$ cat src/rtl/sram_ctl_pkg.sv
`timescale 1ns/1ps
package sram_ctl_pkg;

   typedef enum logic [2:0] {
      ST_IDLE,
      ST_READ,
      ST_TURN,
      ST_WRITE,
      ST_WGAP,
      ST_SLEEP,
      ST_WAKE
   } sram_st_e;

   // nanoseconds -> whole clock cycles, rounded up
   function automatic int unsigned ns_to_cyc(input int unsigned ns, input int unsigned per);
      return (ns + per - 1) / per;
   endfunction

   function automatic int unsigned umax(input int unsigned a, input int unsigned b);
      return (a > b) ? a : b;
   endfunction

endpackage

$ cat src/rtl/sram_ctl_timer.sv
`timescale 1ns/1ps
module sram_ctl_timer #(
   parameter int unsigned CW = 5
) (
   input  logic          clk,
   input  logic          rst_n,
   input  logic          load,
   input  logic [CW-1:0] load_val,
   output logic          done
);

   logic [CW-1:0] cnt_q;

   always_ff @(posedge clk or negedge rst_n) begin
      if (!rst_n) begin
         cnt_q <= '0;
      end else if (load) begin
         cnt_q <= load_val;
      end else if (cnt_q != '0) begin
         cnt_q <= cnt_q - CW'(1);
      end
   end

   assign done = (cnt_q == '0);

endmodule

$ cat src/rtl/sram_ctl_fsm.sv
`timescale 1ns/1ps
module sram_ctl_fsm
   import sram_ctl_pkg::*;
#(
   parameter int unsigned CW     = 5,
   parameter int unsigned N_RD   = 18,
   parameter int unsigned N_WR   = 13,
   parameter int unsigned N_GAP  = 5,
   parameter int unsigned N_TURN = 8,
   parameter int unsigned N_REC  = 18
) (
   input  logic          clk,
   input  logic          rst_n,
   input  logic          req_valid,
   input  logic          req_write,
   input  logic          sleep_req,
   input  logic          tmr_done,
   output logic          tmr_load,
   output logic [CW-1:0] tmr_val,
   output logic          req_ready,
   output logic          accept,
   output logic          capture,
   output logic          cs_n,
   output logic          cs,
   output logic          oe_n,
   output logic          we_n,
   output logic          dq_oe,
   output logic          sleep_ack
);

   localparam sram_st_e    WR_EXIT = (N_GAP > 0) ? ST_WGAP : ST_IDLE;
   localparam int unsigned GAP_LD  = (N_GAP > 0) ? N_GAP - 1 : 0;

   sram_st_e st_q, st_d;

   assign req_ready = (st_q == ST_IDLE) && !sleep_req;
   assign accept    = req_ready && req_valid;

   always_comb begin
      st_d     = st_q;
      tmr_load = 1'b0;
      tmr_val  = '0;
      capture  = 1'b0;
      unique case (st_q)
         ST_IDLE: begin
            if (sleep_req) begin
               st_d = ST_SLEEP;
            end else if (req_valid) begin
               st_d     = req_write ? ST_WRITE : ST_READ;
               tmr_load = 1'b1;
               tmr_val  = req_write ? CW'(N_WR - 1) : CW'(N_RD - 1);
            end
         end
         ST_READ: begin
            if (tmr_done) begin
               capture  = 1'b1;
               st_d     = ST_TURN;
               tmr_load = 1'b1;
               tmr_val  = CW'(N_TURN - 1);
            end
         end
         ST_TURN:  if (tmr_done) st_d = ST_IDLE;
         ST_WRITE: begin
            if (tmr_done) begin
               st_d     = WR_EXIT;
               tmr_load = 1'b1;
               tmr_val  = CW'(GAP_LD);
            end
         end
         ST_WGAP:  if (tmr_done) st_d = ST_IDLE;
         ST_SLEEP: begin
            if (!sleep_req) begin
               st_d     = ST_WAKE;
               tmr_load = 1'b1;
               tmr_val  = CW'(N_REC - 1);
            end
         end
         ST_WAKE:  if (tmr_done) st_d = ST_IDLE;
         default:  st_d = ST_IDLE;
      endcase
   end

   // strobes are registered from the next state so the pins never glitch
   always_ff @(posedge clk or negedge rst_n) begin
      if (!rst_n) begin
         st_q      <= ST_IDLE;
         cs_n      <= 1'b1;
         cs        <= 1'b0;
         oe_n      <= 1'b1;
         we_n      <= 1'b1;
         dq_oe     <= 1'b0;
         sleep_ack <= 1'b0;
      end else begin
         st_q      <= st_d;
         cs_n      <= !((st_d == ST_READ) || (st_d == ST_WRITE));
         cs        <= (st_d == ST_READ) || (st_d == ST_WRITE);
         oe_n      <= (st_d != ST_READ);
         we_n      <= (st_d != ST_WRITE);
         dq_oe     <= (st_d == ST_WRITE);
         sleep_ack <= (st_d == ST_SLEEP);
      end
   end

   AST_BUSY_NOT_READY: assert property (@(posedge clk) disable iff (!rst_n)
      (!cs_n || sleep_ack) |-> !req_ready);
   AST_SLEEP_DESELECT: assert property (@(posedge clk) disable iff (!rst_n)
      sleep_ack |-> (cs_n && !cs));

endmodule

$ cat src/rtl/sram_ctl_datapath.sv
`timescale 1ns/1ps
module sram_ctl_datapath #(
   parameter int unsigned AW = 17,
   parameter int unsigned DW = 8
) (
   input  logic          clk,
   input  logic          rst_n,
   input  logic          accept,
   input  logic          capture,
   input  logic [AW-1:0] req_addr,
   input  logic [DW-1:0] req_wdata,
   input  logic [DW-1:0] dq_in,
   output logic [AW-1:0] addr,
   output logic [DW-1:0] dq_out,
   output logic          rsp_valid,
   output logic [DW-1:0] rsp_rdata
);

   always_ff @(posedge clk or negedge rst_n) begin
      if (!rst_n) begin
         addr      <= '0;
         dq_out    <= '0;
         rsp_valid <= 1'b0;
         rsp_rdata <= '0;
      end else begin
         if (accept) begin
            addr   <= req_addr;
            dq_out <= req_wdata;
         end
         rsp_valid <= capture;
         if (capture) rsp_rdata <= dq_in;
      end
   end

   AST_RSP_ONE_BEAT: assert property (@(posedge clk) disable iff (!rst_n)
      rsp_valid |=> !rsp_valid);

endmodule

$ cat src/rtl/sram_ctl.sv
`timescale 1ns/1ps
module sram_ctl
   import sram_ctl_pkg::*;
#(
   parameter int unsigned AW        = 17,
   parameter int unsigned DW        = 8,
   parameter int unsigned CLK_NS    = 4,
   parameter int unsigned T_RC_NS   = 70,
   parameter int unsigned T_AA_NS   = 70,
   parameter int unsigned T_OE_NS   = 35,
   parameter int unsigned T_WP_NS   = 50,
   parameter int unsigned T_AW_NS   = 50,
   parameter int unsigned T_DW_NS   = 30,
   parameter int unsigned T_HZ_NS   = 30,
   parameter int unsigned T_REC_NS  = 70
) (
   input  logic          clk,
   input  logic          rst_n,
   input  logic          req_valid,
   output logic          req_ready,
   input  logic          req_write,
   input  logic [AW-1:0] req_addr,
   input  logic [DW-1:0] req_wdata,
   output logic          rsp_valid,
   output logic [DW-1:0] rsp_rdata,
   input  logic          sleep_req,
   output logic          sleep_ack,
   output logic [AW-1:0] mem_addr,
   output logic          mem_cs_n,
   output logic          mem_cs,
   output logic          mem_oe_n,
   output logic          mem_we_n,
   output logic [DW-1:0] mem_dq_out,
   input  logic [DW-1:0] mem_dq_in,
   output logic          mem_dq_oe
);

   localparam int unsigned CLK_P  = (CLK_NS == 0) ? 1 : CLK_NS;
   localparam int unsigned N_RC   = umax(1, ns_to_cyc(T_RC_NS, CLK_P));
   localparam int unsigned N_RD   = umax(N_RC, umax(ns_to_cyc(T_AA_NS, CLK_P),
                                                    ns_to_cyc(T_OE_NS, CLK_P)));
   localparam int unsigned N_WR   = umax(1, umax(ns_to_cyc(T_WP_NS, CLK_P),
                                         umax(ns_to_cyc(T_AW_NS, CLK_P),
                                              ns_to_cyc(T_DW_NS, CLK_P))));
   localparam int unsigned N_GAP  = (N_RC > N_WR) ? N_RC - N_WR : 0;
   localparam int unsigned N_TURN = umax(1, ns_to_cyc(T_HZ_NS, CLK_P));
   localparam int unsigned N_REC  = umax(1, ns_to_cyc(T_REC_NS, CLK_P));
   localparam int unsigned N_MAX  = umax(umax(N_RD, N_WR), umax(N_REC, umax(N_TURN, N_GAP)));
   localparam int unsigned CW     = $clog2(N_MAX + 1);

   generate
      if (CLK_NS == 0) begin : g_bad_clk
         $error("sram_ctl: CLK_NS must be non-zero");
      end
      if (AW == 0 || DW == 0) begin : g_bad_width
         $error("sram_ctl: AW and DW must be non-zero");
      end
   endgenerate

   logic          tmr_load, tmr_done, accept, capture;
   logic [CW-1:0] tmr_val;

   sram_ctl_timer #(.CW(CW)) u_timer (
      .clk      (clk),
      .rst_n    (rst_n),
      .load     (tmr_load),
      .load_val (tmr_val),
      .done     (tmr_done)
   );

   sram_ctl_fsm #(
      .CW     (CW),
      .N_RD   (N_RD),
      .N_WR   (N_WR),
      .N_GAP  (N_GAP),
      .N_TURN (N_TURN),
      .N_REC  (N_REC)
   ) u_fsm (
      .clk       (clk),
      .rst_n     (rst_n),
      .req_valid (req_valid),
      .req_write (req_write),
      .sleep_req (sleep_req),
      .tmr_done  (tmr_done),
      .tmr_load  (tmr_load),
      .tmr_val   (tmr_val),
      .req_ready (req_ready),
      .accept    (accept),
      .capture   (capture),
      .cs_n      (mem_cs_n),
      .cs        (mem_cs),
      .oe_n      (mem_oe_n),
      .we_n      (mem_we_n),
      .dq_oe     (mem_dq_oe),
      .sleep_ack (sleep_ack)
   );

   sram_ctl_datapath #(.AW(AW), .DW(DW)) u_dp (
      .clk       (clk),
      .rst_n     (rst_n),
      .accept    (accept),
      .capture   (capture),
      .req_addr  (req_addr),
      .req_wdata (req_wdata),
      .dq_in     (mem_dq_in),
      .addr      (mem_addr),
      .dq_out    (mem_dq_out),
      .rsp_valid (rsp_valid),
      .rsp_rdata (rsp_rdata)
   );

   AST_CS_OPPOSITE: assert property (@(posedge clk) disable iff (!rst_n)
      mem_cs == !mem_cs_n);
   AST_WRITE_OE_OFF: assert property (@(posedge clk) disable iff (!rst_n)
      !mem_we_n |-> mem_oe_n);
   AST_DRIVE_IN_WRITE: assert property (@(posedge clk) disable iff (!rst_n)
      mem_dq_oe |-> (!mem_we_n && !mem_cs_n));
   AST_ADDR_HOLD: assert property (@(posedge clk) disable iff (!rst_n)
      (!mem_cs_n && $past(!mem_cs_n)) |-> $stable(mem_addr));
   AST_NO_DRIVE_AFTER_READ: assert property (@(posedge clk) disable iff (!rst_n)
      $rose(mem_oe_n) |-> !mem_dq_oe);

endmodule

$ cat config.mk
export PLATFORM = sky130hd
export DESIGN_NAME = sram_ctl
export DESIGN_NICKNAME = d
export VERILOG_FILES = /design/src/rtl/sram_ctl_pkg.sv /design/src/rtl/sram_ctl_timer.sv /design/src/rtl/sram_ctl_fsm.sv /design/src/rtl/sram_ctl_datapath.sv /design/src/rtl/sram_ctl.sv
export SDC_FILE = /design/constraint.sdc
export NUM_CORES = 1
export LEC_CHECK = 0
export BUFFER_PORTS_ARGS = -buffer_cell sky130_fd_sc_hd__buf_2
export CORE_MARGIN = 4
export CORE_UTILIZATION = 30
export DETAILED_ROUTE_END_ITERATION = 8
export HOLD_SLACK_MARGIN = 0.03
export PLACE_DENSITY = 0.56
export SLEW_MARGIN = 15
export SYNTH_ARGS = -nofsm -noshare
export SYNTH_HDL_FRONTEND = slang
export SYNTH_SLANG_ARGS = --single-unit
$ cat constraint.sdc
create_clock -name clk -period 2.7 [get_ports clk]
set_input_delay 0.27 -clock clk [delete_from_list [all_inputs] [get_ports clk]]
set_output_delay 0.27 -clock clk [all_outputs]
set_load 0.02 [all_outputs]
==> out/qor.csv, run 1 <==
stage,metric,value,unit
run_status,status,finished clean,
global_route,pin count of the biggest net entering global routing,28,
detailed_routing,final wirelength,4.25,mm
sta,Final setup viols,0,
critical_path,CP cell instances,"inv_1, ha_1, or4b_1, or3_4, clkinv_1, a31oi_1, a31oi_1",
global_route,All-Layer GR Usage,10.6,%
floorplan,Initial Util,30.8,%
floorplan,Rows,30,
synth,Yosys reg bits,48,
cells_and_area,nets,291,
detailed_routing,ANT nets after route,0,
placement,DP Worst Slack,0.384,ns
cells_and_area,area used by multi-input combinational logic,797,um^2
synth,Avg Synthesized Cell Area,12.2,um^2
clock_network,clock latency at the later pin of the worst-skew pair,0.29,ns
synth,"EDFF count, synth",0,
critical_path,Worst EP required,2.90,ns
global_route,vias in the first global route,1515,
global_route,antenna violations before repair,0,
global_route,total gr overflow,0,
cells_and_area,Filler Cells Inserted,658,
synth,Yosys warning total,0,
detailed_routing,via count,1522,
clock_network,post-cts repair resize count,0,
sta,crit share post-route,85.7,%
critical_path,Critical Path AT,2.51,ns
critical_path,"critical path fanouts, max",11,
critical_path,crit path launch type,register,
cells_and_area,share of cells above drive strength 1,49.6,%
floorplan,I/O pins,79,
sta,fin. max-slew vios,0,
global_route,first-pass GRT wire length,7.25,mm
sta,Slew @ Worst Pin,0.575,ns
critical_path,CP max stage delay,0.61,ns
synth,ys async rst share,100,%
run,number of max-cap violations,0,
cells_and_area,"Core Util, Final",39.0,%
placement,Detailed Place HPWL,3.16,mm
floorplan,Die X,91.3,um
pwr,Leak,1.26,nW
sta,RSZ-0062 raised after global routing,no,
clock_network,CTS Buf Count,5,
floorplan,Die ar.,8340,um^2
clock_network,Worst-path clk slew,0.09,ns
detailed_routing,Iter 0 DRT Violations,63,
sta,Tmin final,2.31,ns
sta,top achievable clock speed,0.432,GHz
pwr,VDD IR max,0.438,mV
critical_path,critical path type,register to register,
critical_path,CP Buf/Inv Count,2,
sta,clock skew,0.0134,ns
detailed_routing,wire per inst,12.8,um
critical_path,slowest CP cell,or4b_1,
sta,PnR worst setup slack,0.385,ns
sta,final hold vios,0,
min_path,Hold Path Class,input port to register,
critical_path,Worst path top cell family by delay,simple AND/OR/NAND/NOR gates,
placement,GPL Wtd Cong,0.754,
pwr,cell area power density,1100,nW/um^2
clock_network,H-Tree Depth,2,
cells_and_area,FF+latch area,1200,um^2
sta,Rel. slew slack,61.7,%
clock_network,CTS tree,built,
cells_and_area,Syn-to-layout area delta,26.6,%
detailed_routing,Vias/cell,4.58,
synth,synthesized area,2080,um^2
synth,Main synth FF type,dfrtp_1,
clock_network,root buf cell,clkbuf_8,
synth,register area share after synthesis,57.9,%
synth,Synth cell types,41,
detailed_routing,drt pass-1 iters,4,
sta,setup total negative slack,0,ns
cells_and_area,diode count,0,
clock_network,Clock Sinks,48,
floorplan,Die Height,91.3,um
synth,Mapped Cells,170,
clock_network,clk buf depth,2,
floorplan,core area,6760,um^2
critical_path,"most used cell, CP",a31oi_1,
placement,input/output buffers,78,
critical_path,Worst Setup End Kind,register,
detailed_routing,DR DRC count,0,
synth,Syn Nets,210,
[placed cells by master (no fill, tap or decap), types with 2 or more instances in the layout]
cell / n
a21oi_1: 2
a22oi_1: 2
a31oi_1: 2
and2_1: 2
buf_2: 78
buf_4: 3
clkbuf_8: 6
dfrtp_1: 45
dfstp_2: 3
ha_1: 2
inv_1: 3
mux2_2: 27
nand2_1: 33
nand3_1: 2
nand3b_1: 2
nor2_1: 5
nor4b_1: 3
o21ai_0: 4
xor2_1: 2
[worst reg2reg max path, cell delays in order, from the launching register on]
cell	delay [ns]
dfrtp_1	0.41
inv_1	0.09
ha_1	0.18
or4b_1	0.61
or3_4	0.50
clkinv_1	0.19
a31oi_1	0.06
a31oi_1	0.17
[synth_stat cells (all sizes together), types with 2 or more instances]
library cell  number  area share (%)
a21oi              2            0.48
a22oi              2            0.72
a31oi              2            0.60
and2               3            0.96
buf                7             2.6
dfrtp             45              54
dfstp              3             3.8
ha                 2             1.2
inv                3            0.54
mux2              27              15
nand2             33             5.9
nand3              2            0.48
nand3b             2            0.72
nor2               5            0.90
nor2b              2            0.60
nor4b              3             1.3
o21ai              4            0.96
xor2               2            0.84
[sequential cells by signal (all words and copies together) (netlist names)]
name,flops
u_fsm.cs,1
u_fsm.sleep_ack,1
u_dp.addr,17
u_fsm.we_n,1
u_dp.dq_out,8
u_fsm.st_q,3
u_fsm.oe_n,1
u_fsm.dq_oe,1
u_timer.cnt_q,5
u_dp.rsp_rdata,8
u_dp.rsp_valid,1
u_fsm.cs_n,1
[final timing paths]
| check | from | to | slack (ns) | cells after the start |
|---|---|---|---|---|
| min | mem_dq_in[1] | u_dp.rsp_rdata[1] | 0.16 | 3 |
| max in group asynchronous | rst_n | u_fsm.cs_n | 1.44 | 3 |
| max reg2reg | u_timer.cnt_q[0] | u_timer.cnt_q[1] | 0.39 | 7 |
| min reg2reg | u_dp.rsp_rdata[5] | u_dp.rsp_rdata[5] | 0.48 | 2 |
| min in group asynchronous | rst_n | u_dp.rsp_rdata[5] | 0.49 | 2 |
| max | u_timer.cnt_q[0] | u_timer.cnt_q[1] | 0.39 | 7 |
[repair_timing]
action                                  in CTS  in global routing
buffers inserted                             0                  0
hold endpoints to repair                    24                  0
endpoints found under the setup margin       0                  0
hold buffers                                 1                  0
[through the flow]
step / instances / total power, mW / hold WS [ns] / cell area [um^2]
after floorplan: 170 / 2.13 / -0.0256 / 2080
after global placement: 323 / 2.49 / 0.311 / 2530
after detailed placement: 323 / 2.50 / 0.308 / 2530
after CTS: 332 / 2.96 / 0.149 / 2640
after global routing: 332 / 3.15 / 0.157 / 2640
final: 332 / 2.90 / 0.159 / 2640
[layout make-up]
cell class | count | area share, %
Sequential cell | 48 | 45.7
Inverter | 4 | 0.570
Clock inverter | 1 | 0.332
Clock buffer | 7 | 3.28
Timing Repair Buffer | 82 | 16.0
Multi-Input combinational cell | 110 | 30.2
Tap cell | 80 | 3.80
[where the power goes]
part / internal (mW) / switching (mW) / total (mW)
combinational: 0.553 / 0.678 / 1.23
clock: 0.210 / 0.227 / 0.438
sequential: 1.02 / 0.211 / 1.23
total: 1.79 / 1.12 / 2.90
[cells by family after synthesis]
group,count (synthesis),synth area share (%)
and+or+nand+nor,60,14.8
DFF,48,57.9
adders and majority gates,2,1.20
AOI/OAI and AO/OA,18,6.31
muxes,27,14.6
buffers and inverters,12,3.97
xor gates and xnor gates,3,1.26
[routing by layer]
layer,part of all wire [%],global-route usage (%)
met5,0,0
met4,0.45,2.64
met3,7.4,3.31
met2,47,17.5
met1,45,13.5
(Power assumes the default switching activity.)
==> run 2, diff against run 1 <==
--- a/config.mk
+++ b/config.mk
@@ -7,10 +7,10 @@
 export LEC_CHECK = 0
 export BUFFER_PORTS_ARGS = -buffer_cell sky130_fd_sc_hd__buf_2
 export CORE_MARGIN = 4
-export CORE_UTILIZATION = 30
+export CORE_UTILIZATION = 40
 export DETAILED_ROUTE_END_ITERATION = 8
 export HOLD_SLACK_MARGIN = 0.03
-export PLACE_DENSITY = 0.56
+export PLACE_DENSITY = 0.7
 export SLEW_MARGIN = 15
 export SYNTH_ARGS = -nofsm -noshare
 export SYNTH_HDL_FRONTEND = slang
==> out/qor.csv, run 2 (same netlist as run 1, synthesis figures left out) <==
stage,metric,value,unit,change
global_route,antenna violations before repair,0,,unchanged
cells_and_area,Reg with most FFs,u_dp.addr,,unchanged
detailed_routing,Vias/cell,4.92,,was 4.58
cells_and_area,nets,289,,was 291
clock_network,clock latency at the later pin of the worst-skew pair,0.30,ns,was 0.29 ns
floorplan,Die X,80.1,um,was 91.3 um
cells_and_area,max FFs per register,17,,unchanged
critical_path,crit path launch type,register,,unchanged
sta,fin. max-slew vios,0,,unchanged
clock_network,CTS tree,built,,unchanged
sta,Final setup viols,0,,unchanged
detailed_routing,ANT nets after route,0,,unchanged
run_status,status,finished clean,,unchanged
clock_network,Clock Sinks,48,,unchanged
critical_path,reg2reg path depth,7,,unchanged
critical_path,FF-to-FF End,u_timer.cnt_q[1],,unchanged
placement,Area after DPL,2510,um^2,was 2530 um^2
sta,Slew @ Worst Pin,1.01,ns,was 0.575 ns
detailed_routing,via count,1559,,was 1522
sta,clock skew,0.00928,ns,was 0.0134 ns
cells_and_area,Finished Cell Area,2600,um^2,was 2640 um^2
placement,input/output buffers,78,,unchanged
critical_path,critical path type,register to register,,unchanged
global_route,vias in the first global route,1543,,was 1515
cells_and_area,Syn-to-layout area delta,25.1,%,was 26.6%
clock_network,H-Tree Depth,2,,unchanged
cells_and_area,Top Registers,"u_dp.addr (17), u_dp.dq_out (8), u_dp.rsp_rdata (8)",,unchanged
critical_path,reg-to-reg startpoint,u_timer.cnt_q[0],,unchanged
sta,final hold vios,0,,unchanged
placement,DP Worst Slack,0.434,ns,was 0.384 ns
floorplan,I/O pins,79,,unchanged
critical_path,Setup crit start,u_timer.cnt_q[0],,unchanged
pwr,cell area power density,1120,nW/um^2,was 1100 nW/um^2
sta,Hold WS,0.138,ns,was 0.159 ns
sta,Rel. slew slack,32.7,%,was 61.7%
pwr,VDD IR max,0.668,mV,was 0.438 mV
placement,Detailed Place HPWL,3.16,mm,about the same
clock_network,root buf cell,clkbuf_8,,unchanged
critical_path,R2R setup slack,0.39,ns,about the same
floorplan,Die Height,80.1,um,was 91.3 um
sta,RSZ-0062 raised after global routing,no,,unchanged
placement,GPL Wtd Cong,0.832,,was 0.754
sta,PnR worst setup slack,0.385,ns,about the same
cells_and_area,most frequent cells in the layout,"78 x buf_2, 45 x dfrtp_1, 33 x nand2_1",,unchanged
clock_network,clk buf depth,2,,unchanged
sta,top achievable clock speed,0.432,GHz,about the same
run,number of max-cap violations,0,,unchanged
detailed_routing,DR DRC count,0,,unchanged
pwr,Leak,1.25,nW,was 1.26 nW
global_route,total gr overflow,0,,unchanged
detailed_routing,wire per inst,13.4,um,was 12.8 um
detailed_routing,Iter 0 DRT Violations,53,,was 63
critical_path,CP endpoint,u_timer.cnt_q[1],,unchanged
critical_path,Worst Setup End Kind,register,,unchanged
clock_network,Worst-path clk slew,0.09,ns,about the same
clock_network,Setup Buffers After CTS,0,,unchanged
sta,Tmin final,2.31,ns,about the same
critical_path,Worst EP required,2.92,ns,was 2.90 ns
detailed_routing,drt pass-1 iters,5,,was 4
global_route,pin count of the biggest net entering global routing,49,,was 28
sta,crit share post-route,85.7,%,about the same
critical_path,"critical path fanouts, max",11,,unchanged
floorplan,core area,4880,um^2,was 6760 um^2
clock_network,CTS Buf Count,5,,unchanged
floorplan,Initial Util,42.7,%,was 30.8%
floorplan,Die ar.,6420,um^2,was 8340 um^2
floorplan,Rows,25,,was 30
cells_and_area,diode count,0,,unchanged
cells_and_area,"commonest non-fill, non-tap cell in the layout",buf_2,,unchanged
min_path,Hold Path Class,input port to asynchronous set/reset pin,,was input port to register
cells_and_area,"Core Util, Final",53.4,%,was 39.0%
cells_and_area,share of cells above drive strength 1,50.0,%,was 49.6%
clock_network,CTS Hold Bufs,0,,was 1
critical_path,Critical Path AT,2.54,ns,was 2.51 ns
global_route,first-pass GRT wire length,7.13,mm,was 7.25 mm
global_route,All-Layer GR Usage,14.1,%,was 10.6%
detailed_routing,final wirelength,4.24,mm,was 4.25 mm
clock_network,post-cts repair resize count,0,,unchanged
sta,setup total negative slack,0,ns,unchanged
run 2: changes by cell type in the layout (fill, tap and decap cells not counted):
cell,delta
dlygate4sd3_1,-1
clkinvlp_4,+2
clkbuf_1,-1
clkinv_4,-1
buf_4,-1
run 2: worst max-delay path, stage by stage (launching register included):
cell	delay [ns]
dfrtp_1	0.42
inv_1	0.09
ha_1	0.18
or4b_1	0.63
or3_4	0.51
clkinv_1	0.20
a31oi_1	0.07
a31oi_1	0.14
run 2: worst min path at each step:
stage / startpoint / end / slack, ns / cells past startpoint
after floorplan: rst_n / u_dp.addr[0] / -0.03 / 0
after global placement: u_dp.rsp_rdata[5] / u_dp.rsp_rdata[5] / 0.46 / 2
after detailed placement: mem_dq_in[4] / u_dp.rsp_rdata[4] / 0.46 / 3
after CTS: mem_dq_in[4] / u_dp.rsp_rdata[4] / 0.15 / 3
after global routing: mem_dq_in[0] / u_dp.rsp_rdata[0] / 0.17 / 3
final: rst_n / u_dp.addr[10] / 0.14 / 1
run 2: where the power goes:
| part | switching [mW] | internal (mW) |
|---|---|---|
| logic | 0.682 | 0.551 |
| registers | 0.218 | 1.02 |
| clock network | 0.235 | 0.207 |
run 2: area by class of cell:
type                       count  area (um^2)
clock inverter                 2         15.0
tap                           67         83.8
multi-input combinational    110          797
timing repair buffer          80          405
sequential                    48         1200
fill                         468         2280
clock buffer                   6         82.6
inverter                       4         15.0
run 2: routing by layer:
layer | wire length (um) | track usage, %
met1 | 1810 | 17.4
met2 | 1960 | 23.1
met3 | 426 | 4.37
met4 | 39 | 5.24
met5 | 0 | 0
run 2: per-stage QoR:
stage                     instances  total power [mW]
after CTS                       317              2.96
after floorplan                 170              2.13
final                           317              2.92
after detailed placement        309              2.50
after global placement          309              2.47
after global routing            317              3.15
